File: src/rtl/rxa_pkg.sv
package rxa_pkg;

  // Transfer engine states.
  typedef enum logic [2:0] {
    ST_IDLE,
    ST_WAIT,
    ST_PIX0,
    ST_PIX1,
    ST_GATHER
  } rxa_state_e;

  // Bit position of the row field inside the position and size words.
  localparam int ROW_FIELD_LSB = 16;

endpackage

File: src/rtl/rxa_req_decode.sv
module rxa_req_decode #(
  parameter int X_BITS = 10,
  parameter int Y_BITS = 9,
  parameter int ROW_LSB = 16
) (
  input  logic [31:0]       pos,
  input  logic [31:0]       size,
  output logic [X_BITS-1:0] x0,
  output logic [Y_BITS-1:0] y0,
  output logic [X_BITS-1:0] wm1,
  output logic [Y_BITS-1:0] hm1
);

  // Span minus one, modulo the field width: a zero field becomes the full span.
  function automatic logic [X_BITS-1:0] col_span_m1(input logic [X_BITS-1:0] f);
    return f - X_BITS'(1);
  endfunction

  function automatic logic [Y_BITS-1:0] row_span_m1(input logic [Y_BITS-1:0] f);
    return f - Y_BITS'(1);
  endfunction

  wire unused_req_bits = ^{pos, size};

  assign x0  = pos[X_BITS-1:0];
  assign y0  = pos[ROW_LSB +: Y_BITS];
  assign wm1 = col_span_m1(size[X_BITS-1:0]);
  assign hm1 = row_span_m1(size[ROW_LSB +: Y_BITS]);

endmodule

File: src/rtl/rxa_walker.sv
module rxa_walker #(
  parameter int X_BITS = 10,
  parameter int Y_BITS = 9,
  parameter int ADDR_W = 20
) (
  input  logic              clk,
  input  logic              rst_n,
  input  logic              load,
  input  logic [X_BITS-1:0] x0_in,
  input  logic [Y_BITS-1:0] y0_in,
  input  logic [X_BITS-1:0] wm1_in,
  input  logic [Y_BITS-1:0] hm1_in,
  input  logic              step,
  output logic [ADDR_W-1:0] addr,
  output logic              last_pix
);

  localparam int PAD_W = ADDR_W - X_BITS - Y_BITS;

  logic [X_BITS-1:0] x0_q, wm1_q, col_q;
  logic [Y_BITS-1:0] y0_q, hm1_q, row_q;
  logic [X_BITS-1:0] cur_x;
  logic [Y_BITS-1:0] cur_y;
  logic              row_end;

  // Buffer address: row times row length plus column, zero-extended.
  function automatic logic [ADDR_W-1:0] pix_addr(input logic [X_BITS-1:0] x,
                                                 input logic [Y_BITS-1:0] y);
    return {{PAD_W{1'b0}}, y, x};
  endfunction

  // Coordinate sums truncate to the field width, which gives the edge wrap.
  assign cur_x    = x0_q + col_q;
  assign cur_y    = y0_q + row_q;
  assign addr     = pix_addr(cur_x, cur_y);
  assign row_end  = (col_q == wm1_q);
  assign last_pix = row_end && (row_q == hm1_q);

  always_ff @(posedge clk) begin
    if (!rst_n) begin
      x0_q  <= '0;
      y0_q  <= '0;
      wm1_q <= '0;
      hm1_q <= '0;
      col_q <= '0;
      row_q <= '0;
    end else if (load) begin
      x0_q  <= x0_in;
      y0_q  <= y0_in;
      wm1_q <= wm1_in;
      hm1_q <= hm1_in;
      col_q <= '0;
      row_q <= '0;
    end else if (step) begin
      if (row_end) begin
        col_q <= '0;
        row_q <= row_q + Y_BITS'(1);
      end else begin
        col_q <= col_q + X_BITS'(1);
      end
    end
  end

endmodule

File: src/rtl/rxa_ctrl.sv
module rxa_ctrl
  import rxa_pkg::*;
#(
  parameter int PIX_W = 16
) (
  input  logic               clk,
  input  logic               rst_n,
  input  logic               req_valid,
  input  logic               req_read,
  input  logic               req_set_mask,
  input  logic               wr_valid,
  input  logic [2*PIX_W-1:0] wr_word,
  input  logic               rd_pull,
  input  logic [PIX_W-1:0]   mem_rdata,
  input  logic               last_pix,
  output logic               word_ready,
  output logic               step,
  output logic               mem_we,
  output logic               mem_re,
  output logic [PIX_W-1:0]   mem_wdata,
  output logic               rd_valid,
  output logic [2*PIX_W-1:0] rd_word,
  output logic               done,
  output logic               busy,
  output logic               img_ready,
  output logic               dir_rd,
  output logic               mask_q
);

  rxa_state_e         state;
  logic [2*PIX_W-1:0] word_q;
  logic [PIX_W-1:0]   lo_q;
  logic               pair_q;
  logic               last_q;
  logic               word_go;
  logic [PIX_W-1:0]   half_sel;

  assign word_ready = (state == ST_WAIT);
  assign word_go    = word_ready && (dir_rd ? rd_pull : wr_valid);
  assign step       = (state == ST_PIX0) || (state == ST_PIX1);
  assign mem_we     = step && !dir_rd;
  assign mem_re     = step && dir_rd;
  assign busy       = (state != ST_IDLE);
  assign half_sel   = (state == ST_PIX1) ? word_q[2*PIX_W-1:PIX_W] : word_q[PIX_W-1:0];
  assign mem_wdata  = half_sel | (PIX_W'(mask_q) << (PIX_W - 1));

  always_ff @(posedge clk) begin
    if (!rst_n) begin
      state     <= ST_IDLE;
      dir_rd    <= 1'b0;
      mask_q    <= 1'b0;
      word_q    <= '0;
      lo_q      <= '0;
      pair_q    <= 1'b0;
      last_q    <= 1'b0;
      rd_valid  <= 1'b0;
      rd_word   <= '0;
      done      <= 1'b0;
      img_ready <= 1'b0;
    end else begin
      rd_valid <= 1'b0;
      done     <= 1'b0;
      if (req_valid) begin
        state     <= ST_WAIT;
        dir_rd    <= req_read;
        mask_q    <= req_set_mask && !req_read;
        img_ready <= req_read;
        pair_q    <= 1'b0;
        last_q    <= 1'b0;
      end else begin
        case (state)
          ST_WAIT: begin
            if (word_go) begin
              state <= ST_PIX0;
              if (!dir_rd) word_q <= wr_word;
            end
          end
          ST_PIX0: begin
            pair_q <= 1'b0;
            last_q <= last_pix;
            if (last_pix) begin
              if (dir_rd) begin
                state <= ST_GATHER;
              end else begin
                state <= ST_IDLE;
                done  <= 1'b1;
              end
            end else begin
              state <= ST_PIX1;
            end
          end
          ST_PIX1: begin
            pair_q <= 1'b1;
            lo_q   <= mem_rdata;
            last_q <= last_pix;
            if (dir_rd) begin
              state <= ST_GATHER;
            end else if (last_pix) begin
              state <= ST_IDLE;
              done  <= 1'b1;
            end else begin
              state <= ST_WAIT;
            end
          end
          ST_GATHER: begin
            rd_valid <= 1'b1;
            rd_word  <= pair_q ? {mem_rdata, lo_q} : {{PIX_W{1'b0}}, mem_rdata};
            if (last_q) begin
              state     <= ST_IDLE;
              done      <= 1'b1;
              img_ready <= 1'b0;
            end else begin
              state <= ST_WAIT;
            end
          end
          default: state <= ST_IDLE;
        endcase
      end
    end
  end

endmodule

File: src/rtl/rect_xfer_agen.sv
module rect_xfer_agen #(
  parameter int X_BITS = 10,
  parameter int Y_BITS = 9,
  parameter int ADDR_W = 20,
  parameter int PIX_W  = 16
) (
  input  logic               clk,
  input  logic               rst_n,
  input  logic               req_valid,
  input  logic [31:0]        req_pos,
  input  logic [31:0]        req_size,
  input  logic               req_read,
  input  logic               req_set_mask,
  input  logic               wr_valid,
  input  logic [2*PIX_W-1:0] wr_word,
  output logic               word_ready,
  input  logic               rd_pull,
  output logic               rd_valid,
  output logic [2*PIX_W-1:0] rd_word,
  output logic [ADDR_W-1:0]  mem_addr,
  output logic               mem_we,
  output logic               mem_re,
  output logic [PIX_W-1:0]   mem_wdata,
  input  logic [PIX_W-1:0]   mem_rdata,
  output logic               busy,
  output logic               img_ready,
  output logic               done
);

  logic [X_BITS-1:0] dec_x0, dec_wm1;
  logic [Y_BITS-1:0] dec_y0, dec_hm1;
  logic              last_pix;
  logic              pix_step;
  logic              xfer_last;
  logic              dir_rd;
  logic              mask_q;

  rxa_req_decode #(
    .X_BITS (X_BITS),
    .Y_BITS (Y_BITS),
    .ROW_LSB(rxa_pkg::ROW_FIELD_LSB)
  ) u_dec (
    .pos (req_pos),
    .size(req_size),
    .x0  (dec_x0),
    .y0  (dec_y0),
    .wm1 (dec_wm1),
    .hm1 (dec_hm1)
  );

  rxa_walker #(
    .X_BITS(X_BITS),
    .Y_BITS(Y_BITS),
    .ADDR_W(ADDR_W)
  ) u_walk (
    .clk     (clk),
    .rst_n   (rst_n),
    .load    (req_valid),
    .x0_in   (dec_x0),
    .y0_in   (dec_y0),
    .wm1_in  (dec_wm1),
    .hm1_in  (dec_hm1),
    .step    (pix_step),
    .addr    (mem_addr),
    .last_pix(last_pix)
  );

  rxa_ctrl #(
    .PIX_W(PIX_W)
  ) u_ctrl (
    .clk         (clk),
    .rst_n       (rst_n),
    .req_valid   (req_valid),
    .req_read    (req_read),
    .req_set_mask(req_set_mask),
    .wr_valid    (wr_valid),
    .wr_word     (wr_word),
    .rd_pull     (rd_pull),
    .mem_rdata   (mem_rdata),
    .last_pix    (last_pix),
    .word_ready  (word_ready),
    .step        (pix_step),
    .mem_we      (mem_we),
    .mem_re      (mem_re),
    .mem_wdata   (mem_wdata),
    .rd_valid    (rd_valid),
    .rd_word     (rd_word),
    .done        (done),
    .busy        (busy),
    .img_ready   (img_ready),
    .dir_rd      (dir_rd),
    .mask_q      (mask_q)
  );

  // Event: the final pixel of the rectangle is being accessed this cycle.
  assign xfer_last = pix_step && last_pix;

endmodule

File: config.mk
export PLATFORM = sky130hd
export DESIGN_NAME = rect_xfer_agen
export DESIGN_NICKNAME = d
export VERILOG_FILES = /design/src/rtl/rxa_pkg.sv /design/src/rtl/rxa_req_decode.sv /design/src/rtl/rxa_walker.sv /design/src/rtl/rxa_ctrl.sv /design/src/rtl/rect_xfer_agen.sv
export SDC_FILE = /design/constraint.sdc
export NUM_CORES = 1
export LEC_CHECK = 0
export ABC_AREA = 1
export CAP_MARGIN = 20
export CORE_MARGIN = 4
export CORE_UTILIZATION = 30
export CTS_BUF_LIST = sky130_fd_sc_hd__clkbuf_2 sky130_fd_sc_hd__clkbuf_4 sky130_fd_sc_hd__clkbuf_8
export DETAILED_ROUTE_END_ITERATION = 6
export DONT_BUFFER_PORTS = 1
export PLACE_DENSITY_LB_ADDON = 0.1
export RECOVER_POWER = 100
export SETUP_SLACK_MARGIN = 0.1
export SLEW_MARGIN = 15
export SYNTH_ARGS = -nofsm -noshare
export SYNTH_HDL_FRONTEND = slang
export SYNTH_SLANG_ARGS = --single-unit
File: constraint.sdc
create_clock -name clk -period 1.6 [get_ports clk]
set_clock_uncertainty 0.1 [all_clocks]
set_input_delay 0 -clock clk [delete_from_list [all_inputs] [get_ports clk]]
set_output_delay 0 -clock clk [all_outputs]
set_load 0.02 [all_outputs]
==> qor.log, run 1 <==
[logic_synthesis] mean instance size in the synthesized netlist 7.123 um2
[detailed_routing] Residual DRC 0
[critical_path] peak fanout along the critical path 3
[logic_synthesis] Post-Synthesis Cells 1,001
[grt] antenna violations before repair 0
[critical_path] worst-path cell chain ha_4 > fa_2 > nand3_2 > nand3_4 > nand4_1 > o211ai_1 > xor2_2 > buf_6
[grt] global-route met1 utilization 21.69%
[timing] Final Setup Violations 77
[critical_path] Critical Path Start Type flop
[timing] actual transition at the worst max-transition pin 0.7296 ns
[timing] RSZ-0062 raised after global routing true
[critical_path] Reg2Reg Setup Slack -0.16 ns
[layout] commonest non-fill, non-tap cells in the layout 164 x sky130_fd_sc_hd__nand2_1, 131 x sky130_fd_sc_hd__nor2_1, 124 x sky130_fd_sc_hd__dfxtp_1
[timing] Max-Slew Margin vs Limit 51.20%
[clock_tree] root buf cell sky130_fd_sc_hd__clkbuf_8
[clock_tree] CTS tree done
[floorplan] effective utilization at floorplan 30.47%
[critical_path] origin of the worst setup path u_walk.col_q[0]
[floorplan] number of cell rows 56
[clock_tree] CTS buffer count 17
[status] outcome finished with violations
[floorplan] core footprint 0.02340 mm2
[layout] diodes inserted 0
[clock_tree] CTS clk-pin slew, worst paths 0.10 ns
[timing] number of hold violations in the final report 0
[detailed_routing] routed wire length per instance 16.25 um
[layout] growth of design area from synthesis to finish 67.87%
[layout] total area of multi-input combinational cells 0.005155 mm2
[logic_synthesis] fraction of synthesized cell area taken by the top area cell type 41.27%
[grt] met2 Track Usage GR 31.32%
[detailed_routing] remaining antenna violation count 0
[grt] vias in the first global route 7,172
[place] detailed-placement wirelength estimate 14,750 um
[logic_synthesis] total of flip-flops plus latches after synthesis 147
[place] number of I/O port buffers 0
[pwr] power density of the placed cells 685.8 mW/mm2
[floorplan] boundary pin count 194
[floorplan] vertical die dimension 162.2 um
[detailed_routing] vias 7,377
[detailed_routing] via count normalized by instance count 4.729
[critical_path] CP top delay family adder cells
[place] placed cell areas 0.008125 mm2
[grt] global-route met3 utilization 5.049%
[logic_synthesis] warning count from the yosys run 0
[critical_path] worst reg2reg path startpoint u_walk.col_q[0]
[layout] Layout Cell Area excl Fill 0.01197 mm2
[clock_tree] worst-skew pair later-pin latency 0.44 ns
[grt] GRT busiest layer met2
[logic_synthesis] part of the Yosys area used for sequential elements 41.27%
[critical_path] delay of the slowest critical-path stage 0.37 ns
[logic_synthesis] count of distinct cell types in the synthesized netlist 42
[pwr] Static Leakage 0.004971 uW
[layout] most common cell after layout, fill and taps aside sky130_fd_sc_hd__nand2_1
[timing] crit path setup slack, layout -0.5040 ns
[pwr] total power consumption of the routed design 8210 uW
[grt] pin count of the biggest net entering global routing 41
[layout] non-filler instance count after layout 1,560
[critical_path] length in cells of the worst reg-to-reg path 9
[clock_tree] Clock Path Buffers 2
[status] violated checks negative setup slack
[critical_path] cell count along the critical path 8
[detailed_routing] count of TritonRoute iterations in the first routing pass 4
[timing] Tcrit/Tclk final 131.5%
[critical_path] sum of buffers and inverters on the critical path 1
[critical_path] Critical path destination mem_addr[8]
[timing] min cycle time layout 2.104 ns
[detailed_routing] starting DRC count in detailed routing 316
[hold_path] path class of the lowest-slack min-delay path in2reg
[critical_path] type of the worst setup path reg2out
[logic_synthesis] dominant cells by area after synthesis sky130_fd_sc_hd__dfxtp_1 41%, sky130_fd_sc_hd__nand2_1 12%, sky130_fd_sc_hd__nor2_1 8.7%
[critical_path] endpoint of the worst register-to-register path u_walk.row_q[7]
[floorplan] horizontal die dimension 162.2 um
[layout] final layout net count 1,371
[layout] proportion of layout cells with a drive suffix above 1 35.54%
[grt] global-route wire length before repair 37,210 um
[clock_tree] Num Clock Sinks 147
[critical_path] Worst EP required 1.50 ns
[place] RD Place Congestion 0.7911
[grt] GRT Overall Usage 17.86%
[floorplan] Die Area 0.02630 mm2
[logic_synthesis] cell type with the largest total area after synthesis sky130_fd_sc_hd__dfxtp_1
[timing] Pins Over Slew Limit 0
[run] number of max-cap violations 0
[timing] fmax 475.3 MHz
[grt] total congestion overflow after global routing 0
[critical_path] endpoint type of the worst setup path output pin
[critical_path] data arrival time of the critical path 2.00 ns
[critical_path] slowest stage cell, crit path sky130_fd_sc_hd__fa_2
[layout] sequential standard cell area 0.002992 mm2
[pwr] worst ir drop on vdd 0.4085 mV
[layout] FILL cells 2,259
[detailed_routing] overall routed net length 25,350 um
[logic_synthesis] number of nets in the synthesized netlist 1,143
[clock_tree] # H-tree levels 4
[place] placed insts 1,354
[logic_synthesis] post-synth design cell area 0.007131 mm2
## kinds of logic (layout without fill, tap and decap cells)
logic type	after synthesis	count (layout)	share of synthesized area, %
compound gates	175	175	13.07
simple gates	489	492	29.18
other cells	1	1	0.05259
xor+xnor	35	35	4.299
fa+ha+maj	23	23	4.246
buf+inv	131	368	7.878
flops	147	147	41.27
## registers in the layout (all words and copies together), names as in the netlist, 3 cells and up
register	count
u_walk.col_q	10
u_ctrl.state	3
u_walk.row_q	9
u_ctrl.word_q	32
u_walk.hm1_q	9
u_ctrl.lo_q	16
u_walk.x0_q	10
u_walk.wm1_q	10
u_walk.y0_q	9
u_ctrl.rd_word	32
## worst min-delay path by stage
stage | to | cells past startpoint | from
2_1_floorplan | u_walk.wm1_q[0] | 1 | req_size[0]
3_3_place_gp | u_walk.wm1_q[0] | 1 | req_size[0]
3_5_place_dp | u_walk.hm1_q[5] | 1 | req_valid
4_1_cts | u_walk.row_q[0] | 5 | req_valid
5_1_grt | u_ctrl.word_q[26] | 3 | wr_word[26]
6_report | u_ctrl.word_q[26] | 3 | wr_word[26]
## cells in the mapped netlist
cell type                    n
sky130_fd_sc_hd__nor2_8      1
sky130_fd_sc_hd__a221oi_1    1
sky130_fd_sc_hd__a21oi_1    75
sky130_fd_sc_hd__o211ai_1    8
sky130_fd_sc_hd__nor3_1      4
sky130_fd_sc_hd__nor2_1    165
sky130_fd_sc_hd__inv_2      11
sky130_fd_sc_hd__a41oi_1     2
sky130_fd_sc_hd__nor2_4      1
sky130_fd_sc_hd__nand3_1    46
sky130_fd_sc_hd__xor2_1     26
sky130_fd_sc_hd__fa_1        2
sky130_fd_sc_hd__nor3b_2     2
sky130_fd_sc_hd__nand2_2     5
sky130_fd_sc_hd__nand2_4     1
sky130_fd_sc_hd__o21ai_1     4
sky130_fd_sc_hd__nand4_1    24
sky130_fd_sc_hd__a21o_1      1
sky130_fd_sc_hd__nor2_2      1
sky130_fd_sc_hd__o21ai_0    73
sky130_fd_sc_hd__nand2_1   230
sky130_fd_sc_hd__clkbuf_1   26
sky130_fd_sc_hd__dfxtp_1   147
sky130_fd_sc_hd__nand3_2     2
sky130_fd_sc_hd__ha_1       21
sky130_fd_sc_hd__a21oi_2     1
sky130_fd_sc_hd__a211oi_1    3
sky130_fd_sc_hd__o32ai_1     1
sky130_fd_sc_hd__inv_1      69
sky130_fd_sc_hd__nand3b_1    1
sky130_fd_sc_hd__o22ai_1     2
sky130_fd_sc_hd__xnor2_1     9
sky130_fd_sc_hd__clkinv_1    1
sky130_fd_sc_hd__nor3_4      2
sky130_fd_sc_hd__clkinv_2    1
sky130_fd_sc_hd__or2_2       2
sky130_fd_sc_hd__a31oi_1     4
sky130_fd_sc_hd__conb_1      1
sky130_fd_sc_hd__buf_4       1
sky130_fd_sc_hd__buf_6       6
sky130_fd_sc_hd__nor3_2      2
sky130_fd_sc_hd__buf_2      16
## worst reg2reg max path, delay by kind of cell (launching register included)
family | cells | cell delay [ns]
DFF | 1 | 0.35
xor gates and xnor gates | 1 | 0.14
buffers and inverters | 2 | 0.31
and+or+nand+nor | 5 | 0.65
AOI/OAI and AO/OA | 1 | 0.16
## through the flow
| step | util [%] | hold slack (ns) | setup WS, ns | TNS [ns] |
|---|---|---|---|---|
| final | 51.15 | 0.1413 | -0.5040 | -8.804 |
| after global routing | 51.15 | 0.1006 | -0.6389 | -22.92 |
| after CTS | 46.61 | 0.02166 | -0.5535 | -7.704 |
| after detailed placement | 34.72 | 0.02145 | -0.09669 | -1.345 |
| after global placement | 34.72 | 0.01868 | -0.08369 | -1.034 |
| after floorplan | - | 0.01359 | -0.01684 | -0.02801 |
## power by group
part / internal, uW / leakage [uW] / switching (uW)
combinational: 571 / 0.00355 / 629
sequential: 3750 / 0.00121 / 102
clock: 1480 / 0.000216 / 1680
## layer usage
metal,share of wire (%),up-vias,wire [um]
li1,-,3714,-
met4,2.3,0,579
met1,43,3463,10860
met5,0,-,0
met2,50,165,12590
met3,5.2,35,1319
## cell type report
type                            count  area share, %
Tap cell                          319          3.334
Clock buffer                       17          1.955
Inverter                           82          3.094
Timing Repair Buffer              254          21.70
Multi-Input combinational cell    726          43.06
Clock inverter                     14          1.610
Sequential cell                   147          24.99
Timing Repair inverter              1         0.2509
## repair_timing
item / 4_1_cts / 5_1_grt
pin swaps: 41 / 62
cloned: 4 / 14
endpoints found under the setup margin: 73 / 138
resized for setup: 195 / 242
buffers inserted: 22 / 12
hold buffers: 125 / 1
endpoints found under the hold margin: 147 / 4
(Power assumes the default switching activity.)
==> run 2: changes to the inputs <==
--- a/config.mk
+++ b/config.mk
@@ -6,12 +6,11 @@
 export NUM_CORES = 1
 export LEC_CHECK = 0
 export ABC_AREA = 1
+export BUFFER_PORTS_ARGS = -buffer_cell sky130_fd_sc_hd__buf_2
 export CAP_MARGIN = 20
-export CORE_MARGIN = 4
 export CORE_UTILIZATION = 30
 export CTS_BUF_LIST = sky130_fd_sc_hd__clkbuf_2 sky130_fd_sc_hd__clkbuf_4 sky130_fd_sc_hd__clkbuf_8
 export DETAILED_ROUTE_END_ITERATION = 6
-export DONT_BUFFER_PORTS = 1
 export PLACE_DENSITY_LB_ADDON = 0.1
 export RECOVER_POWER = 100
 export SETUP_SLACK_MARGIN = 0.1
==> constraint.sdc (replaced) <==
create_clock -name clk -period 2.6 [get_ports clk]
set_clock_uncertainty 0.1 [all_clocks]
set_input_delay 0 -clock clk [delete_from_list [all_inputs] [get_ports clk]]
set_output_delay 0 -clock clk [all_outputs]
set_load 0.02 [all_outputs]
==> run 2 against run 1 <==
  * The flow now finishes without violations
  * Non-clock buffer count is 35 higher
  * Critical path type unchanged
  * Cell count is 2.1% higher
  * Flip-flop and latch count stayed put
  * Power is 41% lower
  * Global-route usage is 0.36 points higher
  * Core utilization is 10 points lower
  * Critical path depth stayed put
  * Setup slack better by 0.72 ns
==> qor.log, run 2 (synthesis results as in run 1) <==
[status] outcome completed
[floorplan] effective utilization at floorplan 30.47% [unchanged]
[detailed_routing] vias 7,194 [-2.5%]
[timing] Tcrit/Tclk final 91.76%
[detailed_routing] count of TritonRoute iterations in the first routing pass 4 [unchanged]
[layout] Layout Cell Area excl Fill 0.009615 mm2 [-20%]
[timing] Final Setup Violations 0 [-100%]
[timing] min cycle time layout 2.386 ns
[clock_tree] worst-skew pair later-pin latency 0.44 ns [about the same]
[clock_tree] CTS buffer count 17 [unchanged]
[grt] vias in the first global route 6,781 [-5.5%]
[timing] number of hold violations in the final report 0 [unchanged]
[timing] actual transition at the worst max-transition pin 0.8886 ns [+0.1589 ns]
[clock_tree] root buf cell sky130_fd_sc_hd__clkbuf_8
[floorplan] core footprint 0.02340 mm2 [unchanged]
[clock_tree] # H-tree levels 4 [unchanged]
[floorplan] boundary pin count 194 [unchanged]
[critical_path] endpoint of the worst register-to-register path u_walk.row_q[2]
[timing] Pins Over Slew Limit 0 [unchanged]
[timing] Max-Slew Margin vs Limit 40.76% [-10 points]
[layout] proportion of layout cells with a drive suffix above 1 13.29% [-22 points]
[clock_tree] CTS tree done
[timing] setup TNS after final layout 0 ns [+8.804 ns]
[layout] commonest non-fill, non-tap cells in the layout 234 x sky130_fd_sc_hd__nand2_1, 165 x sky130_fd_sc_hd__nor2_1, 144 x sky130_fd_sc_hd__dfxtp_1
[pwr] total power consumption of the routed design 4880 uW [-41%]
[place] worst slack after detailed placement 0.4776 ns [+0.5743 ns]
[clock_tree] Clock Path Buffers 2 [unchanged]
[place] number of I/O port buffers 166 [+166]
[layout] most common cell after layout, fill and taps aside sky130_fd_sc_hd__nand2_1
[layout] final layout net count 1,402 [+2.3%]
[hold_path] Worst Hold Launch wr_valid
[layout] growth of design area from synthesis to finish 34.85%
[layout] top flop regs u_ctrl.rd_word x32, u_ctrl.word_q x32, u_ctrl.lo_q x16
[grt] global-route wire length before repair 34,760 um [-6.6%]
[detailed_routing] remaining antenna violation count 0 [unchanged]
[critical_path] Reg2Reg Setup Slack 0.34 ns [+0.50 ns]
[detailed_routing] Residual DRC 0 [unchanged]
[critical_path] peak fanout along the critical path 6 [+3]
[place] placed cell areas 0.008205 mm2 [+0.99%]
[hold_path] path class of the lowest-slack min-delay path in2reg
[timing] fmax 419.1 MHz
[critical_path] length in cells of the worst reg-to-reg path 11 [+2]
[critical_path] endpoint type of the worst setup path output pin
[hold_path] endpoint with the worst hold slack u_ctrl.word_q[27]
[hold_path] cell depth of the worst hold path 5 [+2]
[detailed_routing] overall routed net length 21,830 um [-14%]
[grt] antenna violations before repair 1 [+1]
[critical_path] Worst EP required 2.50 ns [+1.00 ns]
[timing] worst hold margin 0.07374 ns [-0.06759 ns]
[place] RD Place Congestion 0.7651 [-3.3%]
[pwr] worst ir drop on vdd 0.2450 mV [-40%]
[detailed_routing] starting DRC count in detailed routing 361 [+14%]
[grt] GRT Overall Usage 18.23% [+0.36 points]
[clock_tree] CTS clk-pin slew, worst paths 0.10 ns [about the same]
[floorplan] number of cell rows 56 [unchanged]
[grt] total congestion overflow after global routing 0 [unchanged]
[detailed_routing] via count normalized by instance count 4.519 [-4.4%]
[grt] pin count of the biggest net entering global routing 49 [+20%]
[timing] crit path setup slack, layout 0.2142 ns [+0.7182 ns]
[place] detailed-placement wirelength estimate 14,800 um [+0.29%]
[critical_path] worst reg2reg path startpoint u_walk.col_q[4]
[critical_path] data arrival time of the critical path 2.29 ns [+0.29 ns]
[timing] RSZ-0062 raised after global routing true
[floorplan] horizontal die dimension 156.2 um [-3.7%]
[critical_path] Critical Path Start Type flop
[run] number of max-cap violations 0 [unchanged]
[floorplan] vertical die dimension 156.2 um [-3.7%]
[pwr] power density of the placed cells 507.5 mW/mm2 [-26%]
[detailed_routing] routed wire length per instance 13.71 um [-16%]
[clock_tree] Num Clock Sinks 147 [unchanged]
[critical_path] type of the worst setup path reg2out
[floorplan] Die Area 0.02439 mm2 [-7.3%]
[pwr] Static Leakage 0.004323 uW [-13%]
[run 2: stage by stage]
step	util, %	std cells
2_1_floorplan	-	1001
3_3_place_gp	35.06	1448
3_5_place_dp	35.06	1448
4_1_cts	41.61	1591
5_1_grt	41.09	1592
6_report	41.09	1592
[run 2: power by group]
| group | total [uW] | switching, uW | internal, uW |
|---|---|---|---|
| Sequential | 2350 | 37.6 | 2310 |
| Clock | 1940 | 981 | 959 |
| Combinational | 591 | 317 | 274 |
[run 2: worst max-delay path by stage]
stage                         start               to  slack (ns)  depth (start not counted)
floorplan           u_walk.col_q[0]      mem_addr[8]        0.81                          7
global placement    u_ctrl.state[2]  u_ctrl.lo_q[10]        0.53                          6
detailed placement  u_ctrl.state[2]   u_ctrl.lo_q[0]        0.48                          6
CTS                 u_walk.col_q[0]      mem_addr[6]        0.13                          9
global route        u_walk.row_q[0]     mem_addr[16]        0.05                          9
finish              u_walk.col_q[0]      mem_addr[8]        0.21                          8
[run 2: final cells by class]
type,instances,area (um2)
Sequential cell,147,2947
Inverter,82,309.0
Clock inverter,14,177.7
Clock buffer,17,234.0
Tap cell,319,399.1
Multi-Input combinational cell,723,3597
Timing Repair Buffer,289,1949
Antenna cell,1,2.502
Fill cell,2632,13790
[run 2: worst max-delay path: stages (launching register included)]
cell	delay [ns]
sky130_fd_sc_hd__dfxtp_2	0.37
sky130_fd_sc_hd__ha_1	0.23
sky130_fd_sc_hd__fa_1	0.42
sky130_fd_sc_hd__nand3_1	0.09
sky130_fd_sc_hd__nand3_1	0.14
sky130_fd_sc_hd__nand4_1	0.12
sky130_fd_sc_hd__o211ai_1	0.10
sky130_fd_sc_hd__xor2_1	0.13
sky130_fd_sc_hd__clkbuf_1	0.24
[run 2: layer usage]
layer | share of wire [%] | global-route usage (%) | up-vias
met1 | 47 | 23.53 | 3237
met5 | 0 | 0 | -
met3 | 4.2 | 2.972 | 27
met2 | 47 | 30.70 | 167
met4 | 1.8 | 6.116 | 0
li1 | - | - | 3763
[run 2: what timing repair did]
action	CTS	global route
hold buffers	112	0
endpoints found under the setup margin	0	4
gates resized for setup	0	6
endpoints found under the hold margin	124	0
setup buffers	0	0
